File: src/rtl/vl_state_seq.sv
module vl_state_seq #(
  parameter int MAX_LEN = 64,
  parameter int REQ_W   = 8
) (
  input  logic             clk,
  input  logic             rst_n,
  input  logic             set_len_valid,
  input  logic [REQ_W-1:0] set_len_mvl,
  input  logic [REQ_W-1:0] set_len_vl,
  input  logic             reg_wr_valid,
  input  logic [63:0]      reg_wr_data,
  input  logic             adv,
  input  logic             step_req,
  output logic [63:0]      state,
  output logic [9:0]       remap_sel,
  output logic [4:0]       remap_en,
  output logic             illegal,
  output logic             loop_done
);
  localparam logic [REQ_W-1:0] LIM = REQ_W'(MAX_LEN);

  logic [6:0] mvl_q, vl_q, src_q, dst_q;
  logic [1:0] subvl_q, sv_q, ssub_q;
  logic [9:0] sel_q;
  logic [4:0] en_q;
  logic       pst_q, vf_q, ill_q, done_q;

  wire [6:0] w_mvl = reg_wr_data[63:57];
  wire [6:0] w_vl  = reg_wr_data[56:50];
  wire [6:0] w_src = reg_wr_data[49:43];
  wire [6:0] w_dst = reg_wr_data[42:36];

  logic unused_rsvd;
  assign unused_rsvd = ^reg_wr_data[14:2];

  wire wr_bad = (w_mvl == 7'd0) || (REQ_W'(w_mvl) > LIM) || (REQ_W'(w_vl) > LIM)
             || (REQ_W'(w_src) >= LIM) || (REQ_W'(w_dst) >= LIM);
  wire [6:0] w_vl_c = (w_vl > w_mvl) ? w_mvl : w_vl;

  wire set_bad = (set_len_mvl == '0) || (set_len_mvl > LIM) || (set_len_vl > LIM);
  wire [REQ_W-1:0] set_vl_c = (set_len_vl > set_len_mvl) ? set_len_mvl : set_len_vl;
  wire [6:0] set_mvl7 = set_len_mvl[6:0];
  wire [6:0] set_vl7  = set_vl_c[6:0];
  wire len_changed = (set_mvl7 != mvl_q) || (set_vl7 != vl_q);

  wire step_ev   = vf_q ? step_req : adv;
  wire do_step   = step_ev && (vl_q != 7'd0);
  wire sub_wrap  = sv_q >= subvl_q;
  wire elem_last = dst_q >= (vl_q - 7'd1);

  always_ff @(posedge clk) begin
    if (!rst_n) begin
      mvl_q   <= 7'd1;
      vl_q    <= '0;
      src_q   <= '0;
      dst_q   <= '0;
      subvl_q <= '0;
      sv_q    <= '0;
      sel_q   <= '0;
      en_q    <= '0;
      ssub_q  <= '0;
      pst_q   <= 1'b0;
      vf_q    <= 1'b0;
      ill_q   <= 1'b0;
      done_q  <= 1'b0;
    end else begin
      ill_q  <= 1'b0;
      done_q <= 1'b0;
      if (reg_wr_valid) begin
        if (wr_bad) begin
          ill_q <= 1'b1;
        end else begin
          mvl_q   <= w_mvl;
          vl_q    <= w_vl_c;
          src_q   <= w_src;
          dst_q   <= w_dst;
          subvl_q <= reg_wr_data[35:34];
          sv_q    <= reg_wr_data[33:32];
          sel_q   <= reg_wr_data[31:22];
          en_q    <= reg_wr_data[21:17];
          ssub_q  <= reg_wr_data[16:15];
          pst_q   <= reg_wr_data[1];
          vf_q    <= reg_wr_data[0];
        end
      end else if (set_len_valid) begin
        if (set_bad) begin
          ill_q <= 1'b1;
        end else begin
          mvl_q <= set_mvl7;
          vl_q  <= set_vl7;
          src_q <= '0;
          dst_q <= '0;
          sv_q  <= '0;
          if (len_changed) pst_q <= 1'b0;
        end
      end else begin
        if (adv && !pst_q) en_q <= '0;
        if (do_step) begin
          if (!sub_wrap) begin
            sv_q <= sv_q + 2'd1;
          end else begin
            sv_q <= '0;
            if (elem_last) begin
              src_q  <= '0;
              dst_q  <= '0;
              done_q <= 1'b1;
            end else begin
              src_q <= src_q + 7'd1;
              dst_q <= dst_q + 7'd1;
            end
          end
        end
      end
    end
  end

  assign state = {mvl_q, vl_q, src_q, dst_q, subvl_q, sv_q, sel_q, en_q, ssub_q,
                  13'd0, pst_q, vf_q};
  assign remap_sel = sel_q;
  assign remap_en  = en_q;
  assign illegal   = ill_q;
  assign loop_done = done_q;
endmodule

File: config.mk
export PLATFORM = sky130hd
export DESIGN_NAME = vl_state_seq
export DESIGN_NICKNAME = d
export VERILOG_FILES = /design/src/rtl/vl_state_seq.sv
export SDC_FILE = /design/constraint.sdc
export NUM_CORES = 1
export LEC_CHECK = 0
export ABC_AREA = 1
export BUFFER_PORTS_ARGS = -buffer_cell sky130_fd_sc_hd__clkbuf_2
export CAP_MARGIN = 40
export CORE_MARGIN = 2
export CORE_UTILIZATION = 49
export DETAILED_ROUTE_END_ITERATION = 10
export PLACE_DENSITY = 0.87
export SLEW_MARGIN = 20
export SYNTH_ARGS = -nofsm -noshare
export SYNTH_HDL_FRONTEND = slang
export SYNTH_SLANG_ARGS = --single-unit
export TNS_END_PERCENT = 5
File: constraint.sdc
create_clock -name clk -period 3 [get_ports clk]
set_clock_uncertainty 0.1 [all_clocks]
set_input_delay 0.6 -clock clk [delete_from_list [all_inputs] [get_ports clk]]
set_output_delay 0.6 -clock clk [all_outputs]
set_load 0.02 [all_outputs]
==> impl_metrics.yaml, run 1 <==
run_status:
  status: "complete, no violations"
drt:
  routed_via_density: 5.34
  met2_length_um: 5600
  ant_nets: 0
  wl_um: 11600
  drt_drc_violations_left: 0
  vias: 4378
  wire_per_inst_um: 14.2
  wirelength_met1_um: 4900
  wl_met3_um: 720
  drt_iter0_drc: 340
  first_pass_iters: 5
  highest_layer: "met4"
clock_network:
  insertion_delay_ns: 0.32
  clkTransAtPathRegs_ns: 0.10
  htree_num_levels: 2
  postCtsSetupRepairBufs: 0
  numCtsBuffers: 5
  clockBufferDepth: 2
  clockRootBuffer: "clkbuf_8"
  cts_sinks: 53
  hold_buffers: 0
  cts_tree: "built"
  ctsResizeCount: 0
floorplanning:
  start_util_pct: 51.0
  die_w_um: 94.1
  io_pins: 167
  core-area_um2: 7810
  row_count: 32
  dieArea_um2: 8860
  dieHeight_um: 94.1
setup_path:
  critPathArrivalTime_ns: 2.88
  end_kind: "register"
  path_max_fanout: 15
  startpoint_type: "register"
  path_class: "register to register"
  cp.required_ns: 3.13
global_route:
  grt_util_all_layers_pct: 25.7
  overflow: 0
  grt_pass1_wl_um: 18400
  grt_max_degree: 32
  grt_pass1_vias: 4049
  antenna_found_initial: 0
yosys:
  ys_seq_area_share_pct: 26.6
  synth_edf_count: 0
  synth_area_um2: 3980
  yosysWarnings: 0
  synthCells: 600
  synth_seq_cells: 53
  post_synth.cell_area_avg_um2: 6.64
  ys_dominant_reg_cell: "dfxtp_1"
  async_flop_share_pct: 0
  synth.distinct_cells: 43
timing:
  rsz0062_at_grt: "no"
  finalSetupTns_ns: 0
  maxSlewHeadroom_pct: 46.1
  setup_viol: 0
  whs_ns: 0.391
  min_period_over_period_pct: 91.6
  fmax_ghz: 0.364
  min_period_ns: 2.75
  worst_pin_slew_ns: 0.808
  slew_viol_final: 0
  hold_viol_final: 0
placement:
  place_area_um2: 4580
  io_buffer_count: 140
  routabilityCongestion: 0.938
  hpwl_um: 9120
layout:
  nets: 830
  n_antenna_cell: 0
  final_area_um2: 4680
  final_util_pct: 60.0
  drive_gt1_share_pct: 24.8
  areaGrowthSynthToFinish_pct: 17.6
flow_run:
  maxCapViolCount: 0
hold_path:
  hp-class: "register to register"
pwr:
  power_density_nw_per_um2: 367
  peakVddDrop_v: 0.000186
  power.leakage_nw: 2.44
[synthesized netlist by cell type (3+ instances only)]
cell type	count	area, um2
nand2_1	120	450
inv_1	68	255
nor2_1	63	236
dfxtp_1	53	1060
nand3_1	52	260
o21ai_0	46	230
a21oi_1	44	220
buf_4	32	240
ha_1	27	338
clkbuf_1	12	45.0
o211ai_1	9	67.6
nand4_1	8	50.1
xor2_1	8	70.1
o31ai_1	7	52.6
nor3_1	6	30.0
xnor2_1	5	43.8
inv_2	4	15.0
buf_2	3	15.0
buf_6	3	33.8
[cells by family after synthesis]
kind of cell	count (synthesis)	share of synthesized area (%)
buffers and inverters	125	15.6
and+or+nand+nor	258	28.3
adders and majority gates	27	8.49
other	1	0.0942
xor gates and xnor gates	13	2.86
AOI/OAI and AO/OA	123	18.1
DFF	53	26.6
[power breakdown]
group | internal, mW | total (mW) | switching [mW]
Clock | 0.188 | 0.442 | 0.254
Combinational | 0.181 | 0.511 | 0.331
Sequential | 0.732 | 0.766 | 0.0337
[registers in the layout, indices dropped and copies added, names as in the netlist]
| signal | flops |
|---|---|
| mvl_q | 7 |
| pst_q | 1 |
| remap_sel | 10 |
| dst_q | 7 |
| illegal | 1 |
| ssub_q | 2 |
| src_q | 7 |
| subvl_q | 2 |
| remap_en | 5 |
| loop_done | 1 |
| vf_q | 1 |
| sv_q | 2 |
| vl_q | 7 |
[worst max-delay path, stage by stage, from the launching register on]
cell and delay (ns):
dfxtp_1 0.34, inv_1 0.15, ha_1 0.21, nand3_1 0.13, nor3_2 0.21, xor2_1 0.17
ha_1 0.27, a21oi_1 0.15, o21a_1 0.13, nand3_1 0.07, buf_4 0.20, o31ai_1 0.23
nand3_1 0.11, a21oi_1 0.18
[stage by stage]
step                      instances  setup slack (ns)  power (mW)
after detailed placement        812             0.332        1.28
final                           820             0.252        1.72
after CTS                       820             0.316        1.71
after floorplan                 612             0.385        1.13
after global routing            820             0.119        1.81
after global placement          812             0.333        1.27
[layout make-up]
class                   instances  area (um2)
fillers                       751        3130
multi-input cells             434        2340
flip-flops and latches         53        1060
repair buffers                149         768
inverters                      74         283
well taps                     102         128
clock buffers                   6        82.6
clock inverters                 2        13.8
[metal layers]
layer	GRT usage, %	vias to the layer above
met3	4.01	32
met2	43.6	191
li1	-	2171
met4	12.4	0
met5	0	-
met1	31.5	1984
[placed cells by master, fill, tap and decap left out, drive strengths merged, types with 2 or more instances in the layout]
| cell | n |
|---|---|
| conb | 13 |
| inv | 74 |
| a31o | 2 |
| xnor2 | 5 |
| dfxtp | 53 |
| nand3 | 53 |
| a21oi | 44 |
| nand4 | 8 |
| buf | 9 |
| o31ai | 8 |
| nor4 | 2 |
| clkinv | 2 |
| ha | 27 |
| o21ai | 49 |
| nor3 | 8 |
| clkbuf | 146 |
| o211ai | 10 |
| xor2 | 8 |
| o21a | 2 |
| nor2 | 64 |
| nand2 | 123 |
[worst paths after layout]
kind,start,endpoint,slack [ns],cells after the start
worst min-delay path,subvl_q[1]$_SDFFE_PN0P_,subvl_q[1]$_SDFFE_PN0P_,0.39,2
worst max-delay path,vl_q[1]$_SDFFE_PN0P_,src_q[2]$_SDFFE_PN0P_,0.25,13
worst min register to register,subvl_q[1]$_SDFFE_PN0P_,subvl_q[1]$_SDFFE_PN0P_,0.39,2
worst max register to register,vl_q[1]$_SDFFE_PN0P_,src_q[2]$_SDFFE_PN0P_,0.25,13
Note: power is estimated with default switching activity, not from simulation.
==> run 2: changes to the inputs <==
- CELL_PAD_IN_SITES_DETAIL_PLACEMENT: not set -> 2
- CELL_PAD_IN_SITES_GLOBAL_PLACEMENT: not set -> 2
- CORE_UTILIZATION: 49 -> 25
==> impl_metrics.yaml, run 2 (same netlist as run 1, synthesis figures left out) <==
flow_run:
  maxCapViolCount: 0
floorplanning:
  dieHeight_um: 130
  core-area_um2: 15700
  io_pins: 167
  dieArea_um2: 17000
  row_count: 46
  die_w_um: 130
  start_util_pct: 25.3
pwr:
  power.leakage_nw: 2.50
  clkPwrFrac_pct: 37.0
  comb_power_share_pct: 25.8
  power.internal_mw: 1.39
  p_sw_share_pct: 32.3
  power_density_nw_per_um2: 416
  seq_power_share_pct: 37.2
  peakVddDrop_v: 0.000323
  power.switching_mw: 0.666
  total_power_mw: 2.06
drt:
  wire_per_inst_um: 16.1
  drt_drc_violations_left: 0
  ant_nets: 0
  vias: 4373
  first_pass_iters: 4
  wl_um: 15100
  routed_via_density: 4.66
  drt_iter0_drc: 123
layout:
  areaGrowthSynthToFinish_pct: 24.4
  drive_gt1_share_pct: 25.2
  multi_input_area_um2: 2340
  final_cell_mix: "140 x clkbuf_2, 120 x nand2_1, 68 x inv_1"
  register_area_um2: 1060
  final_area_um2: 4950
  nets: 834
  fin_cells: 938
  largest_reg_flops: 10
  n_antenna_cell: 0
  final_common_cell: "clkbuf_2"
  final_util_pct: 31.5
  nFillCells: 1994
placement:
  place_area_um2: 4750
  hpwl_um: 12100
  dp_cells: 929
  io_buffer_count: 140
  routabilityCongestion: 0.878
global_route:
  grt_pass1_vias: 4522
  antenna_found_initial: 0
  grt_pass1_wl_um: 23500
  grt_util_all_layers_pct: 17.6
  overflow: 0
  grt_max_degree: 32
run_status:
  status: "complete, no violations"
clock_network:
  cts_sinks: 53
  ctsResizeCount: 0
  insertion_delay_ns: 0.29
  cts_tree: "built"
  clkTransAtPathRegs_ns: 0.07
  clockBufferDepth: 2
  clockRootBuffer: "clkbuf_16"
  numCtsBuffers: 5
  hold_buffers: 0
  htree_num_levels: 2
  postCtsSetupRepairBufs: 0
timing:
  slew_viol_final: 0
  hold_viol_final: 0
  min_period_over_period_pct: 92.3
  rsz0062_at_grt: "no"
  setup_viol: 0
  finalSetupTns_ns: 0
  worst_pin_slew_ns: 0.531
  maxSlewHeadroom_pct: 64.4
  min_period_ns: 2.77
  fmax_ghz: 0.361
setup_path:
  end_kind: "register"
  path_class: "register to register"
  crit_top_cell: "nand3_1"
  crit_chain: "inv_1 > ha_1 > nand3_1 > nor3_2 > xor2_1 > ha_1 > a21oi_1 > o21a_1 > nand3_1 > buf_4 > o31ai_1 > nand3_1 > a21oi_1"
  cp.required_ns: 3.13
  critPathArrivalTime_ns: 2.89
  slowest_stage: "dfxtp_1"
  startpoint_type: "register"
  critPathMaxStageDelay_ns: 0.37
  path_max_fanout: 15
hold_path:
  hp-class: "register to register"
==> run 2: stage by stage <==
stage	hold WS (ns)	worst slack [ns]
floorplan	0.391	0.385
global placement	0.363	0.275
detailed placement	0.377	0.236
CTS	0.393	0.196
global route	0.420	0.0662
finish	0.388	0.231
==> run 2: critical path: cells and delay by family (launching register included) <==
kind	cells	cell delay [ns]
DFF	1	0.37
buffers and inverters	2	0.29
and+or+nand+nor	4	0.60
xor gates and xnor gates	1	0.18
AOI/OAI and AO/OA	4	0.72
adders and majority gates	2	0.46
==> run 2: layout make-up <==
type,count,share of cell area [%]
repair buffers,153,16.2
inverters,74,5.71
multi-input cells,434,47.4
flip-flops and latches,53,21.4
clock buffers,5,2.53
well taps,216,5.46
clock inverters,3,1.31
==> run 2: routing by layer <==
| metal | GRT usage (%) | wire, um | share of wire, % | vias to the layer above |
|---|---|---|---|---|
| met2 | 32.7 | 7680 | 51 | 108 |
| li1 | - | - | - | 2178 |
| met3 | 2.42 | 683 | 4.5 | 13 |
| met4 | 3.86 | 204 | 1.4 | 0 |
| met5 | 0 | 0 | 0 | - |
| met1 | 21.4 | 6500 | 43 | 2074 |
==> run 2: worst paths after layout <==
| path | startpoint | cells past startpoint | to | slack (ns) |
|---|---|---|---|---|
| setup / recovery | vl_q[0]$_SDFFE_PN0P_ | 13 | dst_q[2]$_SDFFE_PN0P_ | 0.23 |
| setup reg to reg | vl_q[0]$_SDFFE_PN0P_ | 13 | dst_q[2]$_SDFFE_PN0P_ | 0.23 |
| hold / removal | subvl_q[1]$_SDFFE_PN0P_ | 2 | subvl_q[1]$_SDFFE_PN0P_ | 0.39 |
| hold reg to reg | subvl_q[1]$_SDFFE_PN0P_ | 2 | subvl_q[1]$_SDFFE_PN0P_ | 0.39 |
==> run 2: power groups by stage <==
stage                     logic (mW)  clock network, mW  registers [mW]
final                          0.531              0.761           0.767
after global routing           0.600              0.812           0.772
after CTS                      0.534              0.784           0.767
after detailed placement       0.531                  0           0.784
after global placement         0.511                  0           0.783
after floorplan                0.325                  0           0.808
